==> config.mk <==
export PLATFORM = sky130hd
export DESIGN_NAME = lsq_readout
export DESIGN_NICKNAME = d
export VERILOG_FILES = /design/src/rtl/lsq_pkg.sv /design/src/rtl/lsq_token_walker.sv /design/src/rtl/lsq_clear_strobe.sv /design/src/rtl/lsq_readout.sv
export SDC_FILE = /design/constraint.sdc
export NUM_CORES = 1
export LEC_CHECK = 0
export CAP_MARGIN = 10
export CORE_MARGIN = 2
export CORE_UTILIZATION = 28
export DETAILED_ROUTE_END_ITERATION = 7
export GPL_ROUTABILITY_DRIVEN = 1
export REMOVE_ABC_BUFFERS = 1
export SETUP_SLACK_MARGIN = 0.1
export SYNTH_ARGS = -nofsm -noshare
export SYNTH_HDL_FRONTEND = slang
export SYNTH_SLANG_ARGS = --single-unit
==> constraint.sdc <==
create_clock -name clk -period 2.4 [get_ports clk]
set_input_delay 0.48 -clock clk [delete_from_list [all_inputs] [get_ports clk]]
set_output_delay 0.48 -clock clk [all_outputs]
set_load 0.02 [all_outputs]
==> src/rtl/lsq_pkg.sv <==
// Package: shared mode encoding and default geometry of the readout sequencer.
// Assumes: two sections per device; pixel count per section is a parameter.
package lsq_pkg;
    localparam int unsigned NPIX_DEFAULT = 448;
    localparam int unsigned NUM_SEC      = 2;

    typedef enum logic {
        MODE_SPLIT = 1'b0,
        MODE_CHAIN = 1'b1
    } lsq_mode_e;
endpackage

==> src/rtl/lsq_token_walker.sv <==
// Module: one section's token position. The position is held as a counter
// (0 = idle, 1..NPIX = selected pixel + 1) instead of an NPIX-bit shift register.
// Assumes: start is sampled on the rising edge; hold_off marks a busy
// downstream section that must finish first (used in chain mode).
module lsq_token_walker #(
    parameter int unsigned NPIX = lsq_pkg::NPIX_DEFAULT,
    parameter int unsigned IW   = $clog2(NPIX)
) (
    input  logic          clk,
    input  logic          rst_n,
    input  logic          start,
    input  logic          hold_off,
    output logic          en,
    output logic [IW-1:0] idx,
    output logic          last,
    output logic          err
);
    localparam int unsigned PW = $clog2(NPIX + 1);
    localparam logic [PW-1:0] POS_LAST = PW'(NPIX);

    logic [PW-1:0] pos;
    logic          busy;

    assign busy = (pos != '0) || hold_off;

    // Purpose: advance the token, retire it after the last pixel, accept idle starts.
    always_ff @(posedge clk) begin
        if (!rst_n) begin
            pos <= '0;
        end else if (pos != '0) begin
            pos <= (pos == POS_LAST) ? '0 : pos + 1'b1;
        end else if (start && !hold_off) begin
            pos <= PW'(1);
        end
    end

    // Purpose: flag a start that arrives while the chain is still busy.
    always_ff @(posedge clk) begin
        if (!rst_n) err <= 1'b0;
        else        err <= start && busy;
    end

    // Purpose: decode the position into select outputs.
    always_comb begin
        en   = (pos != '0);
        idx  = IW'(pos - 1'b1);
        last = (pos == POS_LAST);
    end

    // the token advances one pixel per clock.
    a_r3_step: assert property (@(posedge clk) disable iff (!rst_n)
        (en && !last) |=> (en && idx == $past(idx) + IW'(1)));

    // the edge after the last pixel returns the section to idle.
    a_r5_terminate: assert property (@(posedge clk) disable iff (!rst_n)
        last |=> !en);

    // a new sequence always begins on pixel 0.
    a_r2_first_pixel: assert property (@(posedge clk) disable iff (!rst_n)
        $rose(en) |-> (idx == '0));

    // a start seen while selected is flagged on the next cycle.
    a_r8_busy_flag: assert property (@(posedge clk) disable iff (!rst_n)
        (start && en) |=> err);
endmodule

==> src/rtl/lsq_clear_strobe.sv <==
// Module: integrator clear strobe. A pixel is cleared in the cycle after the
// token leaves it, so the strobe is the selection delayed by one edge.
// Assumes: the token never rests on one pixel for more than one clock.
module lsq_clear_strobe #(
    parameter int unsigned IW = 9
) (
    input  logic          clk,
    input  logic          rst_n,
    input  logic          sel_en,
    input  logic [IW-1:0] sel_idx,
    output logic          clr,
    output logic [IW-1:0] clr_idx
);
    // Purpose: record the pixel the token is leaving on this edge.
    always_ff @(posedge clk) begin
        if (!rst_n) begin
            clr     <= 1'b0;
            clr_idx <= '0;
        end else begin
            clr     <= sel_en;
            clr_idx <= sel_idx;
        end
    end
endmodule

==> src/rtl/lsq_readout.sv <==
// Module: two-section readout sequencer top. Routes the start bits according
// to the mode: split (independent sections) or chain (A's end flag starts B).
// Assumes: chain_en changes only while rst_n is low.
module lsq_readout #(
    parameter int unsigned NPIX = lsq_pkg::NPIX_DEFAULT,
    parameter int unsigned IW   = $clog2(NPIX)
) (
    input  logic          clk,
    input  logic          rst_n,
    input  logic          chain_en,
    input  logic          start_a,
    input  logic          start_b,
    output logic          sel_en_a,
    output logic [IW-1:0] sel_idx_a,
    output logic          end_a,
    output logic          clr_a,
    output logic [IW-1:0] clr_idx_a,
    output logic          err_a,
    output logic          sel_en_b,
    output logic [IW-1:0] sel_idx_b,
    output logic          end_b,
    output logic          clr_b,
    output logic [IW-1:0] clr_idx_b,
    output logic          err_b
);
    import lsq_pkg::*;

    localparam int unsigned NS = NUM_SEC;

    lsq_mode_e     mode;
    logic [NS-1:0] sec_start, sec_hold, sec_en, sec_last, sec_clr, sec_err;
    logic [IW-1:0] sec_idx  [NS];
    logic [IW-1:0] sec_cidx [NS];

    // Purpose: steer the start bits and the busy hold-off for the selected mode.
    always_comb begin
        mode         = lsq_mode_e'(chain_en);
        sec_start[0] = start_a;
        sec_hold[0]  = (mode == MODE_CHAIN) && sec_en[1];
        sec_start[1] = (mode == MODE_CHAIN) ? sec_last[0] : start_b;
        sec_hold[1]  = 1'b0;
    end

    for (genvar s = 0; s < NS; s++) begin : g_sec
        lsq_token_walker #(.NPIX(NPIX), .IW(IW)) walker_i (
            .clk      (clk),
            .rst_n    (rst_n),
            .start    (sec_start[s]),
            .hold_off (sec_hold[s]),
            .en       (sec_en[s]),
            .idx      (sec_idx[s]),
            .last     (sec_last[s]),
            .err      (sec_err[s])
        );

        lsq_clear_strobe #(.IW(IW)) clear_i (
            .clk     (clk),
            .rst_n   (rst_n),
            .sel_en  (sec_en[s]),
            .sel_idx (sec_idx[s]),
            .clr     (sec_clr[s]),
            .clr_idx (sec_cidx[s])
        );

        // when a section goes idle, the last pixel is the one cleared.
        a_r6_final_clear: assert property (@(posedge clk) disable iff (!rst_n)
            $fell(sec_en[s]) |-> (sec_clr[s] && sec_cidx[s] == IW'(NPIX - 1)));

        // the end flag accompanies only the final pixel.
        a_r4_end_flag: assert property (@(posedge clk) disable iff (!rst_n)
            sec_last[s] |-> (sec_en[s] && sec_idx[s] == IW'(NPIX - 1)));
    end

    // in chain mode the two sections are never selected together.
    a_r10_exclusive: assert property (@(posedge clk) disable iff (!rst_n)
        chain_en |-> !(sec_en[0] && sec_en[1]));

    // in chain mode section B starts right after A's last pixel.
    a_r10_handoff: assert property (@(posedge clk) disable iff (!rst_n)
        (chain_en && sec_last[0]) |=> (sec_en[1] && sec_idx[1] == '0));

    // in chain mode section B never reports a rejected start.
    a_r11_b_quiet: assert property (@(posedge clk) disable iff (!rst_n)
        chain_en |=> !sec_err[1]);

    assign sel_en_a  = sec_en[0];
    assign sel_idx_a = sec_idx[0];
    assign end_a     = sec_last[0];
    assign clr_a     = sec_clr[0];
    assign clr_idx_a = sec_cidx[0];
    assign err_a     = sec_err[0];
    assign sel_en_b  = sec_en[1];
    assign sel_idx_b = sec_idx[1];
    assign end_b     = sec_last[1];
    assign clr_b     = sec_clr[1];
    assign clr_idx_b = sec_cidx[1];
    assign err_b     = sec_err[1];
endmodule

## Yosys cells after proc, flatten, opt, wreduce, memory -nomap -nowiden

Cells that the tools add are included.

| word-level totals | value |
|---|---|
| register bits after elaboration | 40 |
| latch bits | 0 |
| bits in writable memories | 0 |
| memory bits (read-only) | 0 |
| input bits | 5 |
| output and inout bits | 44 |
| word-level logic and storage cells | 31 |
| memories | 0 |

| operators by class | value |
|---|---|
| add/sub/neg operators | 4 |
| multipliers | 0 |
| div/mod/pow operators | 0 |
| magnitude comparators | 0 |
| equality and inequality tests | 2 |
| shift-type cells | 0 |
| multiplexer cells | 7 |
| bitwise operators | 0 |
| reduce and logical (&&, ||, !) cells | 10 |

Operators by type and width:

| cell | number |
|---|---|
| $mux 9 | 6 |
| $add 9x1->9 const B | 2 |
| $eq 9x9->1 const B | 2 |
| $reduce_bool 9->1 | 2 |
| $sub 9x1->9 const B | 2 |
| $logic_and 1x1->1 | 4 |
| $reduce_bool 2->1 | 2 |
| $logic_not 1->1 | 1 |
| $logic_or 1x1->1 | 1 |
| $mux 1 | 1 |

## Depth between registers and ports, before layout

Gate-level depths: netlist of run 1.

| depth | value |
|---|---|
| depth in word-level cells | 6 |
| mapped depth | 9 |
| mapped depth without buffers | 6 |

## By module

From an unflattened synthesis of run 1, not the netlist that was laid out.

| second synthesis, totals | value |
|---|---|
| cell total of the unflattened synthesis | 191 |
| area total of the unflattened synthesis | 1770.4 µm² |

By module, submodules not included:

| module | instances | cells an instance | area each (µm²) | seq. area each (µm²) |
|---|---|---|---|---|
| lsq_token_walker | 2 | 74 | 609.3 | 200.2 |
| lsq_clear_strobe | 2 | 20 | 262.8 | 200.2 |
| lsq_readout | 1 | 3 | 26.3 | 0.0 |

## Worst setup path before layout of run 1

No wires, ideal clock.

| timing path | value |
|---|---|
| path type | flip-flop to output port |
| start | reg g_sec[0].walker_i.pos[0] |
| end | out sel_idx_a[8] |
| data arrival time | 2.253 ns |
| required time | 1.920 ns |
| slack | -0.333 ns |
| stages on the path, launching flop included | 9 |
| path buffers | 3 |
| cells stage by stage | dfxtp_1 buf_4 inv_1 ha_1 or4b_4 buf_6 or4_1 buf_2 nand2_1 |

| between the ends | value |
|---|---|
| cells in the longest elaborated chain, start to end | 1 |

Ends and longest elaborated chain:

| element | line | text |
|---|---|---|
| from (decl) | lsq_token_walker.sv:21 | `logic [PW-1:0] pos;` |
| from (signal assigned) | lsq_token_walker.sv:31 | `pos <= (pos == POS_LAST) ? '0 : pos + 1'b1;` |
| $sub 9x1->9 | lsq_token_walker.sv:46 | `idx = IW'(pos - 1'b1);` |
| to (decl) | lsq_readout.sv:14 | `output logic [IW-1:0] sel_idx_a,` |

Every way passes these cells.

## Final worst setup path of run 1

| timing path | value |
|---|---|
| start | reg g_sec[0].walker_i.pos[0] |
| end | out sel_en_a |

| between the ends | value |
|---|---|
| cells in the longest elaborated chain, start to end | 1 |

Ends and longest elaborated chain:

| element | line | text |
|---|---|---|
| $reduce_bool 9->1 | lsq_token_walker.sv:45 | `en = (pos != '0);` |
| to (decl) | lsq_readout.sv:13 | `output logic sel_en_a,` |

Every way passes these cells.

==> results of run 1 <==
-- synth_stat cells, drive strengths merged (2+ instances only) --
cell type | number | share of area
inv | 6 | 0.012
o21ai | 4 | 0.011
nor2 | 24 | 0.050
buf | 8 | 0.038
nor2b | 7 | 0.024
nor3 | 8 | 0.022
dfxtp | 40 | 0.44
xor2 | 13 | 0.063
nand2 | 15 | 0.031
and2 | 16 | 0.055
nand4 | 3 | 0.010
xnor2 | 13 | 0.063
nand2b | 2 | 0.0069
nand3 | 12 | 0.033
a21boi | 2 | 0.0083
ha | 4 | 0.028
and3 | 2 | 0.0076
clkbuf | 8 | 0.017
-- metal layers --
layer | global-route usage | part of all wire
met1 | 0.165 | 0.48
met4 | 0.0519 | 0.016
met3 | 0.0206 | 0.036
met5 | 0 | 0
met2 | 0.184 | 0.47
-- sequential cells by signal, indices dropped and copies added, names as in the netlist --
register               cells
g_sec.clear_i.clr_idx     18
g_sec.walker_i.pos        18
g_sec.clear_i.clr          2
g_sec.walker_i.err         2
-- cells by family (layout without fill, tap and decap cells) --
kind of cell,Yosys count,in the layout,synth area share
xor+xnor,26,26,0.126
buf+inv,22,90,0.0671
simple gates,95,95,0.269
fa+ha+maj,4,4,0.0277
compound gates,16,16,0.0678
flops,40,40,0.443
-- final timing paths --
| check | startpoint | end | cells past startpoint | slack (ps) |
|---|---|---|---|---|
| hold reg to reg | g_sec[1].walker_i.pos[0] | g_sec[1].clear_i.clr_idx[0] | 2 | 580 |
| setup reg to reg | g_sec[0].walker_i.pos[0] | g_sec[1].walker_i.pos[1] | 8 | 220 |
| setup / recovery | g_sec[0].walker_i.pos[0] | sel_en_a | 6 | -70 |
| hold / removal | g_sec[1].walker_i.pos[0] | g_sec[1].clear_i.clr_idx[0] | 2 | 580 |
-- stage by stage --
stage	hold WS, ps	worst slack, ps	instance area [µm²]	setup TNS [ps]	total power [mW]
5_1_grt	612	-127	2620	-307	3.48
2_1_floorplan	471	-288	1710	-326	1.84
3_5_place_dp	573	-296	2460	-890	2.78
4_1_cts	583	-106	2580	-202	3.26
6_report	581	-65.1	2620	-109	3.29
3_3_place_gp	551	-285	2460	-832	2.77
-- worst min-delay path, stage by stage (launching register included) --
cell	delay (ps)
dfxtp_1	350
buf_4	150
nor2b_1	50
-- area by class of cell --
cell class,instances,area (µm²),area share
Inverter,6,22.5,0.00859
Sequential cell,40,802,0.306
Tap cell,77,96.3,0.0368
Multi-Input combinational cell,141,932,0.356
Clock buffer,8,90.1,0.0344
Timing Repair Buffer,76,678,0.259
-- timing repair --
| item | 4_1_cts | 5_1_grt |
|---|---|---|
| pin swaps | 3 | 4 |
| hold buffers | 0 | 0 |
| endpoints found under the setup margin | 15 | 12 |
| endpoints found under the hold margin | 0 | 0 |
| setup buffers | 4 | 1 |
| gates resized for setup | 40 | 19 |
-- power groups by stage --
stage / Clock, mW / Combinational [mW] / Sequential (mW)
floorplan: 0 / 0.786 / 1.05
global placement: 0 / 1.91 / 0.866
detailed placement: 0 / 1.91 / 0.872
CTS: 0.466 / 1.93 / 0.857
global route: 0.495 / 2.11 / 0.874
finish: 0.453 / 1.98 / 0.859
==> flow_metrics.py, run 1 <==
metrics = {
    "outcome": {
        "outcome": "complete, but fails checks",
        "violations": "negative setup slack",
    },
    "clocking": {
        "clock_latency_ps": 280,
        "clk_pin_slew_worst_paths_ps": 70,
        "cts_made_buffers": 5,
        "clk_path_buf_depth": 2,
        "cts.sinks": 40,
        "cts-htree-levels": 2,
        "cts_tree": "built",
        "cts_root_buf": "clkbuf_8",
    },
    "sta": {
        "tightest_slew_ps": 573,
        "layout_setup_ws_ps": -65.1,
        "fin_crit_ps": 2470,
        "fin_crit_sh": 1.03,
        "slew_viol_final": 0,
        "skew_ps": 3.29,
        "slew_headroom": 0.615,
        "setup_viol": 2,
        "finalHoldViolations": 0,
        "fmax_ghz": 0.406,
        "rsz0062_at_grt": "true",
    },
    "cells_and_area": {
        "final_common_cell": "dfxtp_1",
        "layout-drive-gt1-share": 0.214,
        "nets": 279,
        "final_cell_count_no_fill": 348,
        "fillers": 645,
        "areaGrowthSynthToFinish_pct": 45.0,
        "final_cell_mix": "39 x dfxtp_1, 31 x clkdlybuf4s50_1, 28 x buf_4, 23 x nor2_1, 16 x and2_1",
        "antenna_cells": 0,
        "final_util": 0.415,
    },
    "routing": {
        "wl_um": 4360,
        "drtIter0Drc": 92,
        "dr.pass1.iters": 4,
        "wl_per_cell_um": 12.5,
        "via_count": 1524,
        "vias_per_cell": 4.38,
        "antenna_left": 0,
        "drc": 0,
    },
    "placement": {
        "place_inst": 335,
        "dp_hpwl_um": 3160,
        "gp_congestion": 0.801,
        "io_buffers": 48,
    },
    "power_and_ir_drop": {
        "seq_power_share": 0.261,
        "p_int_mw": 2.00,
        "vdd_drop_max_v": 0.000398,
        "p_comb_frac": 0.601,
        "p_clk_frac": 0.138,
        "p_sw_frac": 0.393,
        "p_switching_mw": 1.29,
        "p_leak_nw": 1.07,
        "power_density_mw_per_mm2": 1250,
    },
    "critical_path": {
        "setup.worst_path.start_class": "flop",
        "cp_slowest_cell": "or4b_4",
        "crit_fanout": 2,
        "critical_path_class": "reg -> out",
        "cpPeakStageDelay_ps": 460,
        "required_ps": 1920,
        "crit_arrival_ps": 1990,
        "worst_setup_path_end_kind": "output port",
        "path_cells": "inv_2 > ha_4 > or4b_4 > or4_4 > buf_6 > buf_6",
        "critPathTopFamily": "simple AND/OR/NAND/NOR gates",
        "critical_path_buf_inv_count": 3,
        "cpMostUsedCell": "buf_6",
    },
    "yosys": {
        "syn_avg_cell_area_um2": 8.91,
        "synthCells": 203,
        "yosysWarnings": 0,
        "synth.distinct_cells": 38,
        "yosys_register_bits": 40,
        "synthFlopType": "dfxtp_1",
        "syn-cell-area_mm2": 0.00181,
        "synth_seq_area_share": 0.443,
        "async_flop_share": 0,
        "synth_edf_count": 0,
    },
    "floorplanning": {
        "fp.dieW_um": 84.4,
        "coreArea_mm2": 0.00631,
        "ioPinCount": 49,
        "initial_core_util": 0.286,
        "die_h_um": 84.4,
        "rows": 29,
        "die_area_mm2": 0.00712,
    },
    "job": {
        "drv_cap": 0,
    },
    "global_route": {
        "grt_usage": 0.120,
        "antenna_found_initial": 0,
        "grt_pass1_wl_um": 6880,
        "grt_max_degree": 22,
        "grt_pass1_vias": 1436,
        "grt_overflow": 0,
    },
    "min_path": {
        "hp-class": "reg -> reg",
    },
}
No activity file was read; power rests on OpenSTA's default activity.
==> run 2: changes to the inputs <==
--- a/config.mk
+++ b/config.mk
@@ -7,9 +7,11 @@
 export LEC_CHECK = 0
 export CAP_MARGIN = 10
 export CORE_MARGIN = 2
-export CORE_UTILIZATION = 28
+export CORE_UTILIZATION = 40
 export DETAILED_ROUTE_END_ITERATION = 7
 export GPL_ROUTABILITY_DRIVEN = 1
+export HOLD_SLACK_MARGIN = 0.03
+export PLACE_DENSITY = 0.71
 export REMOVE_ABC_BUFFERS = 1
 export SETUP_SLACK_MARGIN = 0.1
 export SYNTH_ARGS = -nofsm -noshare
==> flow_metrics.py, run 2 (synthesized netlist as in run 1, its figures left out) <==
metrics = {
    "sta": {
        "finalHoldViolations": 0,
        "skew_ps": 6.68,
        "tightest_slew_ps": 564,
        "hold_slack_ps": 562,
        "slew_headroom": 0.621,
        "setup_viol": 2,
        "fin_crit_sh": 1.06,
        "rsz0062_at_grt": "true",
        "slew_viol_final": 0,
        "tns_ps": -196,
        "layout_setup_ws_ps": -132,
        "fin_crit_ps": 2530,
        "fmax_ghz": 0.395,
    },
    "placement": {
        "gp_congestion": 0.841,
        "io_buffers": 48,
        "preCtsSetupSlack_ps": -304,
        "dp_hpwl_um": 2900,
    },
    "floorplanning": {
        "die_area_mm2": 0.00507,
        "initial_core_util": 0.415,
        "ioPinCount": 49,
        "rows": 24,
        "fp.dieW_um": 71.2,
        "coreArea_mm2": 0.00435,
        "die_h_um": 71.2,
    },
    "critical_path": {
        "regToRegStartpoint": "g_sec[0].walker_i.pos[1]",
        "rrSetupSlack_ps": 110,
        "required_ps": 1920,
        "crit_arrival_ps": 2050,
        "rr_worst_depth": 9,
        "critical_path_class": "reg -> out",
        "worst_setup_path_end_kind": "output port",
        "setup.worst_path.start_class": "flop",
        "reg2reg_to": "g_sec[0].walker_i.err",
        "crit_fanout": 2,
    },
    "cells_and_area": {
        "final_common_cell": "dfxtp_1",
        "top_regs": "g_sec.clear_i.clr_idx: 18 flops, g_sec.walker_i.pos: 18 flops",
        "final_util": 0.603,
        "layout-drive-gt1-share": 0.212,
        "areaGrowthSynthToFinish_pct": 45.2,
        "fillers": 375,
        "seq_area_um2": 802,
        "antenna_cells": 0,
        "final_cell_mix": "39 x dfxtp_1, 30 x clkdlybuf4s50_1, 26 x buf_4, 23 x nor2_1, 16 x and2_1",
        "nets": 277,
        "multiInputGateArea_um2": 968,
    },
    "routing": {
        "drc": 0,
        "wl_per_cell_um": 12.6,
        "via_count": 1569,
        "vias_per_cell": 4.89,
        "drtIter0Drc": 84,
        "dr.pass1.iters": 4,
        "antenna_left": 0,
        "wl_um": 4040,
    },
    "global_route": {
        "grt_overflow": 0,
        "grt_usage": 0.161,
        "antenna_found_initial": 0,
        "grt_max_degree": 18,
        "grt_pass1_vias": 1485,
        "grt_pass1_wl_um": 6510,
    },
    "min_path": {
        "holdPathStages": 2,
        "hp-class": "reg -> reg",
        "hold_start": "g_sec[1].walker_i.pos[0]",
        "hold_end": "g_sec[1].clear_i.clr_idx[0]",
    },
    "power_and_ir_drop": {
        "p_total_mw": 3.26,
        "p_leak_nw": 1.09,
        "vdd_drop_max_v": 0.000520,
        "power_density_mw_per_mm2": 1240,
    },
    "clocking": {
        "clock_latency_ps": 280,
        "cts.sinks": 40,
        "cts-htree-levels": 2,
        "clk_path_buf_depth": 2,
        "cts_tree": "built",
        "cts_made_buffers": 5,
        "clk_pin_slew_worst_paths_ps": 70,
        "cts_root_buf": "clkbuf_8",
    },
    "job": {
        "drv_cap": 0,
    },
    "outcome": {
        "violations": "negative setup slack",
        "outcome": "complete, but fails checks",
    },
}
run 2: changes by cell type in the layout (fill, tap and decap cells not counted), sizes merged:
cell,delta
clkdlybuf4s15,-1
dlymetal6s2s,+2
buf,-2
clkdlybuf4s50,-1
dlygate4sd2,+2
clkbuf,-2
run 2: worst max-delay path, cell delays in order, from the launching register on:
cell     delay [ps]
dfxtp_1         310
inv_1            80
ha_4            130
or4b_4          450
or4_4           530
buf_6           140
buf_6           120
run 2: worst max path at each step:
stage,end,depth (start not counted),from
finish,sel_en_a,6,g_sec[0].walker_i.pos[1]
global route,sel_en_a,6,g_sec[0].walker_i.pos[0]
CTS,sel_en_a,6,g_sec[0].walker_i.pos[0]
detailed placement,sel_en_a,6,g_sec[0].walker_i.pos[0]
global placement,sel_en_a,6,g_sec[0].walker_i.pos[0]
floorplan,sel_idx_a[8],5,g_sec[0].walker_i.pos[0]
run 2: power breakdown:
part           switching [mW]  internal [mW]
sequential             0.0420          0.813
clock                   0.210          0.234
combinational            1.02          0.936
total                    1.27           1.98
run 2: routing by layer:
layer | GRT usage | share of wire
met2 | 0.254 | 0.46
met3 | 0.0267 | 0.055
met4 | 0.0922 | 0.028
met1 | 0.208 | 0.45
met5 | 0 | 0
run 2: per-stage QoR:
stage	area [µm²]	std cells
3_5_place_dp	2430	311
2_1_floorplan	1710	187
4_1_cts	2560	320
5_1_grt	2630	321
6_report	2630	321
3_3_place_gp	2430	311
run 2: what timing repair did:
item                                    in CTS  in global routing
gates resized for setup                     47                 15
pin swaps                                    4                  2
endpoints found under the setup margin      15                 14
buffers inserted                             1                  1
hold buffers                                 0                  0
run 2: layout make-up:
class / instances / area share
Timing Repair Buffer: 74 / 0.258
Multi-Input combinational cell: 141 / 0.369
Inverter: 6 / 0.00858
Tap cell: 52 / 0.0248
Sequential cell: 40 / 0.306
Clock buffer: 8 / 0.0343
